`config.mk`:
```
export PLATFORM = sky130hd
export DESIGN_NAME = spi_wel_top
export DESIGN_NICKNAME = d
export VERILOG_FILES = /design/src/rtl/spi_wel_pkg.sv /design/src/rtl/spi_wel_sync.sv /design/src/rtl/spi_wel_shifter.sv /design/src/rtl/spi_wel_latch.sv /design/src/rtl/spi_wel_top.sv
export SDC_FILE = /design/constraint.sdc
export NUM_CORES = 1
export LEC_CHECK = 0
export BUFFER_PORTS_ARGS = -buffer_cell sky130_fd_sc_hd__buf_2
export CORE_UTILIZATION = 57
export DETAILED_ROUTE_END_ITERATION = 12
export PLACE_DENSITY = 0.89
export SLEW_MARGIN = 20
export SYNTH_ARGS = -nofsm -noshare
export SYNTH_HDL_FRONTEND = slang
export SYNTH_SLANG_ARGS = --single-unit
```
`constraint.sdc`:
```
create_clock -name clk -period 4.6 [get_ports clk]
set_input_delay 0.23 -clock clk [delete_from_list [all_inputs] [get_ports clk]]
set_output_delay 0.23 -clock clk [all_outputs]
set_load 0.02 [all_outputs]
```
`src/rtl/spi_wel_pkg.sv`:
```
package spi_wel_pkg;
   typedef enum logic [1:0] {
      CMD_NONE = 2'd0,
      CMD_SET  = 2'd1,
      CMD_CLR  = 2'd2
   } wel_cmd_e;
endpackage

```
`src/rtl/spi_wel_sync.sv`:
```
module spi_wel_sync #(
   parameter int   STAGES  = 2,
   parameter logic RST_VAL = 1'b0
) (
   input  logic clk,
   input  logic rst_n,
   input  logic din,
   output logic dout
);
   logic [STAGES-1:0] chain_q;

   generate
      for (genvar s = 0; s < STAGES; s++) begin : g_stage
         if (s == 0) begin : g_first
            always_ff @(posedge clk or negedge rst_n) begin
               if (!rst_n) chain_q[s] <= RST_VAL;
               else        chain_q[s] <= din;
            end
         end else begin : g_next
            always_ff @(posedge clk or negedge rst_n) begin
               if (!rst_n) chain_q[s] <= RST_VAL;
               else        chain_q[s] <= chain_q[s-1];
            end
         end
      end
   endgenerate

   assign dout = chain_q[STAGES-1];
endmodule

```
`src/rtl/spi_wel_shifter.sv`:
```
module spi_wel_shifter #(
   parameter int INSTR_W   = 8,
   parameter int CNT_W     = 4,
   parameter bit MSB_FIRST = 1'b1
) (
   input  logic               clk,
   input  logic               rst_n,
   input  logic               cs_active,
   input  logic               sclk_rise,
   input  logic               mosi,
   output logic [INSTR_W-1:0] instr,
   output logic [CNT_W-1:0]   bit_cnt,
   output logic               frame_ok
);
   localparam logic [CNT_W-1:0] CNT_FULL = CNT_W'(INSTR_W);
   localparam logic [CNT_W-1:0] CNT_OVER = CNT_W'(INSTR_W + 1);

   logic [INSTR_W-1:0] shreg_q;
   logic [INSTR_W-1:0] shreg_d;

   generate
      if (MSB_FIRST) begin : g_msb
         assign shreg_d = {shreg_q[INSTR_W-2:0], mosi};
      end else begin : g_lsb
         assign shreg_d = {mosi, shreg_q[INSTR_W-1:1]};
      end
   endgenerate

   always_ff @(posedge clk or negedge rst_n) begin
      if (!rst_n) begin
         bit_cnt <= '0;
         shreg_q <= '0;
      end else if (!cs_active) begin
         bit_cnt <= '0;
      end else if (sclk_rise) begin
         shreg_q <= shreg_d;
         if (bit_cnt != CNT_OVER) bit_cnt <= bit_cnt + 1'b1;
      end
   end

   assign instr    = shreg_q;
   assign frame_ok = (bit_cnt == CNT_FULL);
endmodule

```
`src/rtl/spi_wel_latch.sv`:
```
module spi_wel_latch
   import spi_wel_pkg::*;
#(
   parameter int                 INSTR_W = 8,
   parameter logic [INSTR_W-1:0] OPC_SET = 8'h06,
   parameter logic [INSTR_W-1:0] OPC_CLR = 8'h04
) (
   input  logic               clk,
   input  logic               rst_n,
   input  logic               exec,
   input  logic [INSTR_W-1:0] instr,
   input  logic               op_busy,
   input  logic               wr_done,
   input  logic               wrsr_done,
   output wel_cmd_e           cmd,
   output logic               wel
);
   always_comb begin
      cmd = CMD_NONE;
      if (exec) begin
         if (instr == OPC_SET)      cmd = CMD_SET;
         else if (instr == OPC_CLR) cmd = CMD_CLR;
      end
   end

   always_ff @(posedge clk or negedge rst_n) begin
      if (!rst_n)                                      wel <= 1'b0;
      else if (wr_done || wrsr_done || cmd == CMD_CLR) wel <= 1'b0;
      else if (cmd == CMD_SET && !op_busy)             wel <= 1'b1;
   end
endmodule

```
`src/rtl/spi_wel_top.sv`:
```
module spi_wel_top
   import spi_wel_pkg::*;
#(
   parameter int                 SYNC_STAGES = 2,
   parameter int                 INSTR_W     = 8,
   parameter bit                 MSB_FIRST   = 1'b1,
   parameter logic [INSTR_W-1:0] OPC_SET     = 8'h06,
   parameter logic [INSTR_W-1:0] OPC_CLR     = 8'h04
) (
   input  logic clk,
   input  logic rst_n,
   input  logic spi_sclk,
   input  logic spi_cs_n,
   input  logic spi_mosi,
   output logic spi_miso,
   output logic spi_miso_oe,
   input  logic op_busy,
   input  logic wr_done,
   input  logic wrsr_done,
   output logic wr_enable
);
   localparam int CNT_W = $clog2(INSTR_W + 2);

   generate
      if (SYNC_STAGES < 2) begin : g_bad_sync
         $error("SYNC_STAGES must be at least 2");
      end
      if (INSTR_W < 2) begin : g_bad_width
         $error("INSTR_W must be at least 2");
      end
      if (OPC_SET == OPC_CLR) begin : g_bad_opc
         $error("OPC_SET and OPC_CLR must differ");
      end
   endgenerate

   logic sclk_s, cs_s, mosi_s;
   logic sclk_prev_q, cs_prev_q;
   logic sclk_rise, cs_rise, cs_active;
   logic [INSTR_W-1:0] instr;
   logic [CNT_W-1:0]   bit_cnt;
   logic               frame_ok;
   wel_cmd_e           cmd;

   spi_wel_sync #(.STAGES(SYNC_STAGES), .RST_VAL(1'b0)) u_sync_sclk (
      .clk(clk), .rst_n(rst_n), .din(spi_sclk), .dout(sclk_s));
   spi_wel_sync #(.STAGES(SYNC_STAGES), .RST_VAL(1'b1)) u_sync_cs (
      .clk(clk), .rst_n(rst_n), .din(spi_cs_n), .dout(cs_s));
   spi_wel_sync #(.STAGES(SYNC_STAGES), .RST_VAL(1'b0)) u_sync_mosi (
      .clk(clk), .rst_n(rst_n), .din(spi_mosi), .dout(mosi_s));

   always_ff @(posedge clk or negedge rst_n) begin
      if (!rst_n) begin
         sclk_prev_q <= 1'b0;
         cs_prev_q   <= 1'b1;
      end else begin
         sclk_prev_q <= sclk_s;
         cs_prev_q   <= cs_s;
      end
   end

   assign sclk_rise = sclk_s & ~sclk_prev_q;
   assign cs_rise   = cs_s & ~cs_prev_q;
   assign cs_active = ~cs_s;

   spi_wel_shifter #(.INSTR_W(INSTR_W), .CNT_W(CNT_W), .MSB_FIRST(MSB_FIRST)) u_shift (
      .clk(clk), .rst_n(rst_n), .cs_active(cs_active), .sclk_rise(sclk_rise),
      .mosi(mosi_s), .instr(instr), .bit_cnt(bit_cnt), .frame_ok(frame_ok));

   spi_wel_latch #(.INSTR_W(INSTR_W), .OPC_SET(OPC_SET), .OPC_CLR(OPC_CLR)) u_latch (
      .clk(clk), .rst_n(rst_n), .exec(cs_rise & frame_ok), .instr(instr),
      .op_busy(op_busy), .wr_done(wr_done), .wrsr_done(wrsr_done),
      .cmd(cmd), .wel(wr_enable));

   assign spi_miso    = 1'b0;
   assign spi_miso_oe = 1'b0;
endmodule

```
# Word-level counts from Yosys, hierarchy flattened

Index checks and enable logic that the tools add are counted.

Add/sub/neg operators: 1
$mul: 0
Div/mod/pow operators: 0
$lt $le $gt $ge: 0
Eq/ne operators: 6
Shift-type cells: 0
Muxes and demuxes: 8
Bitwise gates (word level): 6
Reduce and logical (&&, ||, !) cells: 9

Operator list:

| cell                                                | count |
|---|---|
| equality test 8 x 3 -> 1 bit, second input constant | 2 |
| 2-to-1 mux 4 bit                                    | 3 |
| 2-to-1 mux 2 bit                                    | 3 |
| nonzero test 2 bit                                  | 3 |
| adder 4 x 1 -> 4 bit, second input constant         | 1 |
| equality test 4 bit, second input constant          | 1 |
| != test 4 bit, second input constant                | 1 |
| AND reduction 2 bit                                 | 2 |
| AND 1 bit                                           | 3 |
| inverter 1 bit                                      | 3 |
| equality test 2 x 1 -> 1 bit, second input constant | 1 |
| equality test 2 bit, second input constant          | 1 |
| logical OR 1 bit                                    | 2 |
| 2-to-1 mux 1 bit                                    | 2 |
| logical AND 1 bit                                   | 1 |
| zero test 1 bit                                     | 1 |

Register bits: 21
Bits in latches: 0
Bits in writable memories: 0
ROM bits: 0
Bits of input ports: 8
Memories: 0

# Longest topological paths before layout

Word-level depth: 8
Gate-level depth with buffers: 5

# By module

Synthesis repeated with hierarchy kept, for this count alone.

Cells, all modules: 66
Area, all modules: 875.8 sq um

Modules (own cells, without submodules):

| module                         | times used | cells each | area each (sq um) |
|---|---|---|---|
| spi_wel_shifter                | 1          | 43         | 551.8 |
| spi_wel_sync (u_sync_mosi ...) | 2          | 2          | 50.0 |
| spi_wel_top                    | 1          | 8          | 88.8 |
| spi_wel_latch                  | 1          | 9          | 82.6 |
| spi_wel_sync (u_sync_cs)       | 1          | 2          | 52.6 |

# Least setup slack after synthesis

Ideal clock, no wire load.

Path kind: register to register
Start point: reg u_sync_cs.chain_q[1] (netlist: u_sync_cs.dout)
End point: reg u_latch.wel
Setup time: 0.122 ns
Arrival time: 1.850 ns
Slack: 2.628 ns
Cell stages (with the launch flop): 4
Path buffers: 0
Cells stage by stage: dfstp_2 > or4b_1 > or4_1 > a2111oi_1

Cells in the longest elaborated chain, start to end: 6
Elaborated cells between the ends (all ways): 9

Ends and longest elaborated chain:

| item                                                                       | line                                     | text |
|---|---|---|
| start: declaration                                                         | spi_wel_sync.sv:10                       | `logic [STAGES-1:0] chain_q;` |
| start signal: indexed assignment                                           | spi_wel_sync.sv:22                       | `else chain_q[s] <= chain_q[s-1];` |
| AND 1 bit (*)                                                              | spi_wel_top.sv:62                        | `assign cs_rise = cs_s & ~cs_prev_q;` |
| AND 1 bit (*)                                                              | spi_wel_top.sv:70                        | `.clk(clk), .rst_n(rst_n), .exec(cs_rise & frame_ok), .instr(instr),` |
| 2-to-1 mux 2 bit (*)                                                       | spi_wel_latch.sv:20                      | `if (exec) begin` |
| equality test 2 bit / equality test 2 x 1 -> 1 bit (equally long branches) | spi_wel_latch.sv:28, spi_wel_latch.sv:29 |  |
| logical OR 1 bit / logical AND 1 bit (equally long branches)               | spi_wel_latch.sv:28, spi_wel_latch.sv:29 |  |
| 2-to-1 mux 1 bit / nonzero test 2 bit (equally long branches)              | -                                        |  |
| end signal: assignment                                                     | spi_wel_latch.sv:27                      | `if (!rst_n) wel <= 1'b0;` |
| end signal: assignment                                                     | spi_wel_latch.sv:28                      | `else if (wr_done \|\| wrsr_done \|\| cmd == CMD_CLR) wel <= 1'b0;` |
| end signal: assignment                                                     | spi_wel_latch.sv:29                      | `else if (cmd == CMD_SET && !op_busy) wel <= 1'b1;` |
| end: declaration                                                           | spi_wel_latch.sv:16                      | `output logic wel` |

Every way passes the cells marked *; elsewhere a longest branch is shown, timed or not.
A chain may end at the register's enable or synchronous reset.

# Final worst setup path

Ends and elaborated chain as after synthesis.

==> impl_metrics.json <==
{
  "cts_tree": "built",
  "status": "complete, no violations",
  "rr_endpoint": "u_latch.wel$_DFFE_PN0P_",
  "synthToLayoutAreaGrowth_pct": 10.1,
  "ys_seq_area_share_pct": 62.9,
  "top_layer": "met4",
  "max_freq_ghz": 0.483,
  "dieArea_um2": 1630,
  "cp_data_required_time_ns": 4.78,
  "wl_met1_um": 568,
  "min_path_type": "in -> reg",
  "power-per-cell-area_nw_per_um2": 402,
  "finish.utilization_pct": 69.5,
  "clk_pin_slew_ns": 0.11,
  "die_h_um": 40.4,
  "setup_violations": 0,
  "viasPerCell": 5.33,
  "fin_setup_tns_ns": 0,
  "synthTopCellsByArea": "dfrtp_1 53%, mux2_2 11%, dfstp_2 9.4%, ha_1 4.5%, or4_1 2.7%",
  "yosys.area.top_type": "dfrtp_1",
  "antenna_found_initial": 0,
  "dr_wl_met3_um": 39,
  "endpoint": "u_latch.wel$_DFFE_PN0P_",
  "ys_ff_latch": 21,
  "final_antenna_net_count": 0,
  "cap_violations": 0,
  "syn_inst": 63,
  "drive_gt1_share_pct": 30.7,
  "post-route-drc-count": 0,
  "dp_cells": 85,
  "cts_resized": 0,
  "synth_cell_types": 21,
  "tightest_slew_ns": 0.595,
  "grt_overflow": 0,
  "clk_latency_ns": 0.29,
  "core_area_um2": 1330,
  "clock_path_buffers": 2,
  "slew_viol_final": 0,
  "die_w_um": 40.4,
  "holdWs_ns": 0.0235,
  "first_pass_iters": 4,
  "syn_avg_cell_area_um2": 13.4,
  "yosysTopAreaCellShare_pct": 53.5,
  "diodes": 0,
  "max_slew_margin_pct": 60.2,
  "hpwl_um": 766,
  "crit_cells": 3,
  "synth_async_sr_flop_share_pct": 100,
  "ir_drop_v": 0.000299,
  "grt_pass1_wl_mm": 1.66,
  "crit_buf_inv": 0,
  "synth_most_common_cell": "dfrtp_1",
  "wl_per_cell_um": 11.8,
  "finalNetCount": 87,
  "syn_area_um2": 842,
  "cp-start-kind": "register",
  "cp_max_fo": 7,
  "p_leak_nw": 0.411,
  "vias": 480,
  "finalNonFillerCells": 90,
  "grt_use_total_pct": 16.2,
  "clock-sinks": 21,
  "grt_pass1_vias": 417,
  "slowest_stage": "dfstp_2",
  "route.final.wire_length_mm": 1.07,
  "n_fill_cell": 90,
  "drt-initial-drc-count": 3,
  "min_period_ns": 2.07,
  "numPortBuffers": 8,
  "reg2reg_depth": 3,
  "synth_edf_count": 0,
  "cts_buffers": 3,
  "start_util_pct": 63.1,
  "yosysWarningCount": 0,
  "crit_path_cell_trace": "or4b_1 -> or4_1 -> a2111oi_1",
  "finClkSkew_ns": 0.00494,
  "crit_family": "simple AND/OR/NAND/NOR gates",
  "cpPeakStageDelay_ns": 0.60,
  "rows": 13,
  "rsz0062_at_grt": "false",
  "io_pins": 11,
  "worstReg2RegStart": "u_sync_cs.dout$_DFF_PN1_",
  "path_class": "reg -> reg",
  "wl_met2_um": 432,
  "startpoint": "u_sync_cs.dout$_DFF_PN1_",
  "finalCritPeriodShare_pct": 45.1,
  "synth_top_flop_cell": "dfrtp_1",
  "h-tree-depth": 1,
  "root_buffer": "clkbuf_4",
  "arrival_ns": 2.25,
  "critPathCaptureType": "register",
  "ys_top_cells_by_count": "18 x dfrtp_1, 8 x mux2_2, 4 x a21oi_1, 4 x inv_1, 4 x o21ai_0",
  "hold_violations": 0,
  "grt_max_degree": 22,
  "ff2ff_setup_slack_ns": 2.53,
  "place.gp.congestion": 0.740
}
-- registers in the layout (all words and copies together) (netlist names) --
register,cells
u_sync_cs.dout,1
u_sync_sclk.dout,1
u_shift.bit_cnt,4
u_latch.wel,1
u_sync_sclk.chain_q,1
u_sync_mosi.chain_q,1
u_sync_mosi.dout,1
u_shift.instr,8
cs_prev_q,1
u_sync_cs.chain_q,1
sclk_prev_q,1
-- layout by cell type (no fill, tap or decap) --
master and instances:
dfrtp_1 18, mux2_2 8, buf_2 8, inv_1 4, o21ai_0 4, a21oi_1 4, or4_1 3, nand3_1 3
ha_1 3, clkbuf_4 3, dfstp_2 3, conb_1 2, nand2b_1 1, and3b_1 1, nor2_1 1, or4b_1 1
nand4b_1 1, nor4_1 1, a2111oi_1 1, or3_1 1, nor2b_1 1, nand3b_1 1, clkinv_2 1, dlygate4sd3_1 1
-- worst reg2reg max path, stage by stage (launching register included) --
cell	delay (ns)
dfstp_2	0.60
or4b_1	0.46
or4_1	0.51
a2111oi_1	0.39
-- report_power, final --
group,leakage [nW],internal (mW),switching [mW]
clock,0.0177,0.0323,0.0511
sequential,0.259,0.218,0.0201
combinational,0.135,0.0303,0.0203
total,0.411,0.281,0.0915
-- routing by layer --
metal	track usage [%]	vias up
met3	3.33	4
li1	-	245
met2	24.2	13
met5	0	-
met1	21.6	218
met4	10.0	0
-- how the worst min path moves through the flow --
stage	from	slack [ns]	depth (start not counted)	endpoint
finish	spi_cs_n	0.02	1	u_sync_cs.chain_q[0]$_DFF_PN1_
global route	spi_cs_n	0.003	1	u_sync_cs.chain_q[0]$_DFF_PN1_
detailed placement	rst_n	0.20	1	u_shift.bit_cnt[3]$_DFFE_PN0P_
CTS	spi_cs_n	0.01	1	u_sync_cs.chain_q[0]$_DFF_PN1_
floorplan	rst_n	-0.07	0	sclk_prev_q$_DFF_PN0_
global placement	rst_n	0.20	1	u_shift.bit_cnt[2]$_DFFE_PN0P_
-- area by class of cell --
cell class | count | area [um2] | area share, %
multi-input combinational | 37 | 287 | 30.9
tap | 15 | 18.8 | 2.02
clock buffer | 3 | 22.5 | 2.43
inverter | 4 | 15.0 | 1.62
sequential | 21 | 529 | 57.1
clock inverter | 1 | 5.00 | 0.540
timing repair buffer | 9 | 50.0 | 5.40
-- kinds of logic after synthesis --
| family | Yosys count | synth area share, % |
|---|---|---|
| and+or+nand+nor | 15 | 12.0 |
| AOI/OAI and AO/OA | 9 | 5.94 |
| other | 1 | 0.445 |
| buffers and inverters | 6 | 3.57 |
| DFF | 21 | 62.9 |
| adders and majority gates | 3 | 4.46 |
| muxes | 8 | 10.7 |
-- what timing repair did --
action                                 CTS  global route
hold buffers                             1             0
endpoints found under the hold margin   18             0
setup buffers                            0             0
-- metrics by stage --
stage | cell area [um2] | power, mW | worst slack, ns
after floorplan | 846 | 0.276 | 2.63
after global placement | 890 | 0.290 | 2.60
after detailed placement | 890 | 0.293 | 2.51
after CTS | 927 | 0.379 | 2.50
after global routing | 927 | 0.393 | 2.45
final | 927 | 0.372 | 2.53
No activity file was read; power rests on OpenSTA's default activity.
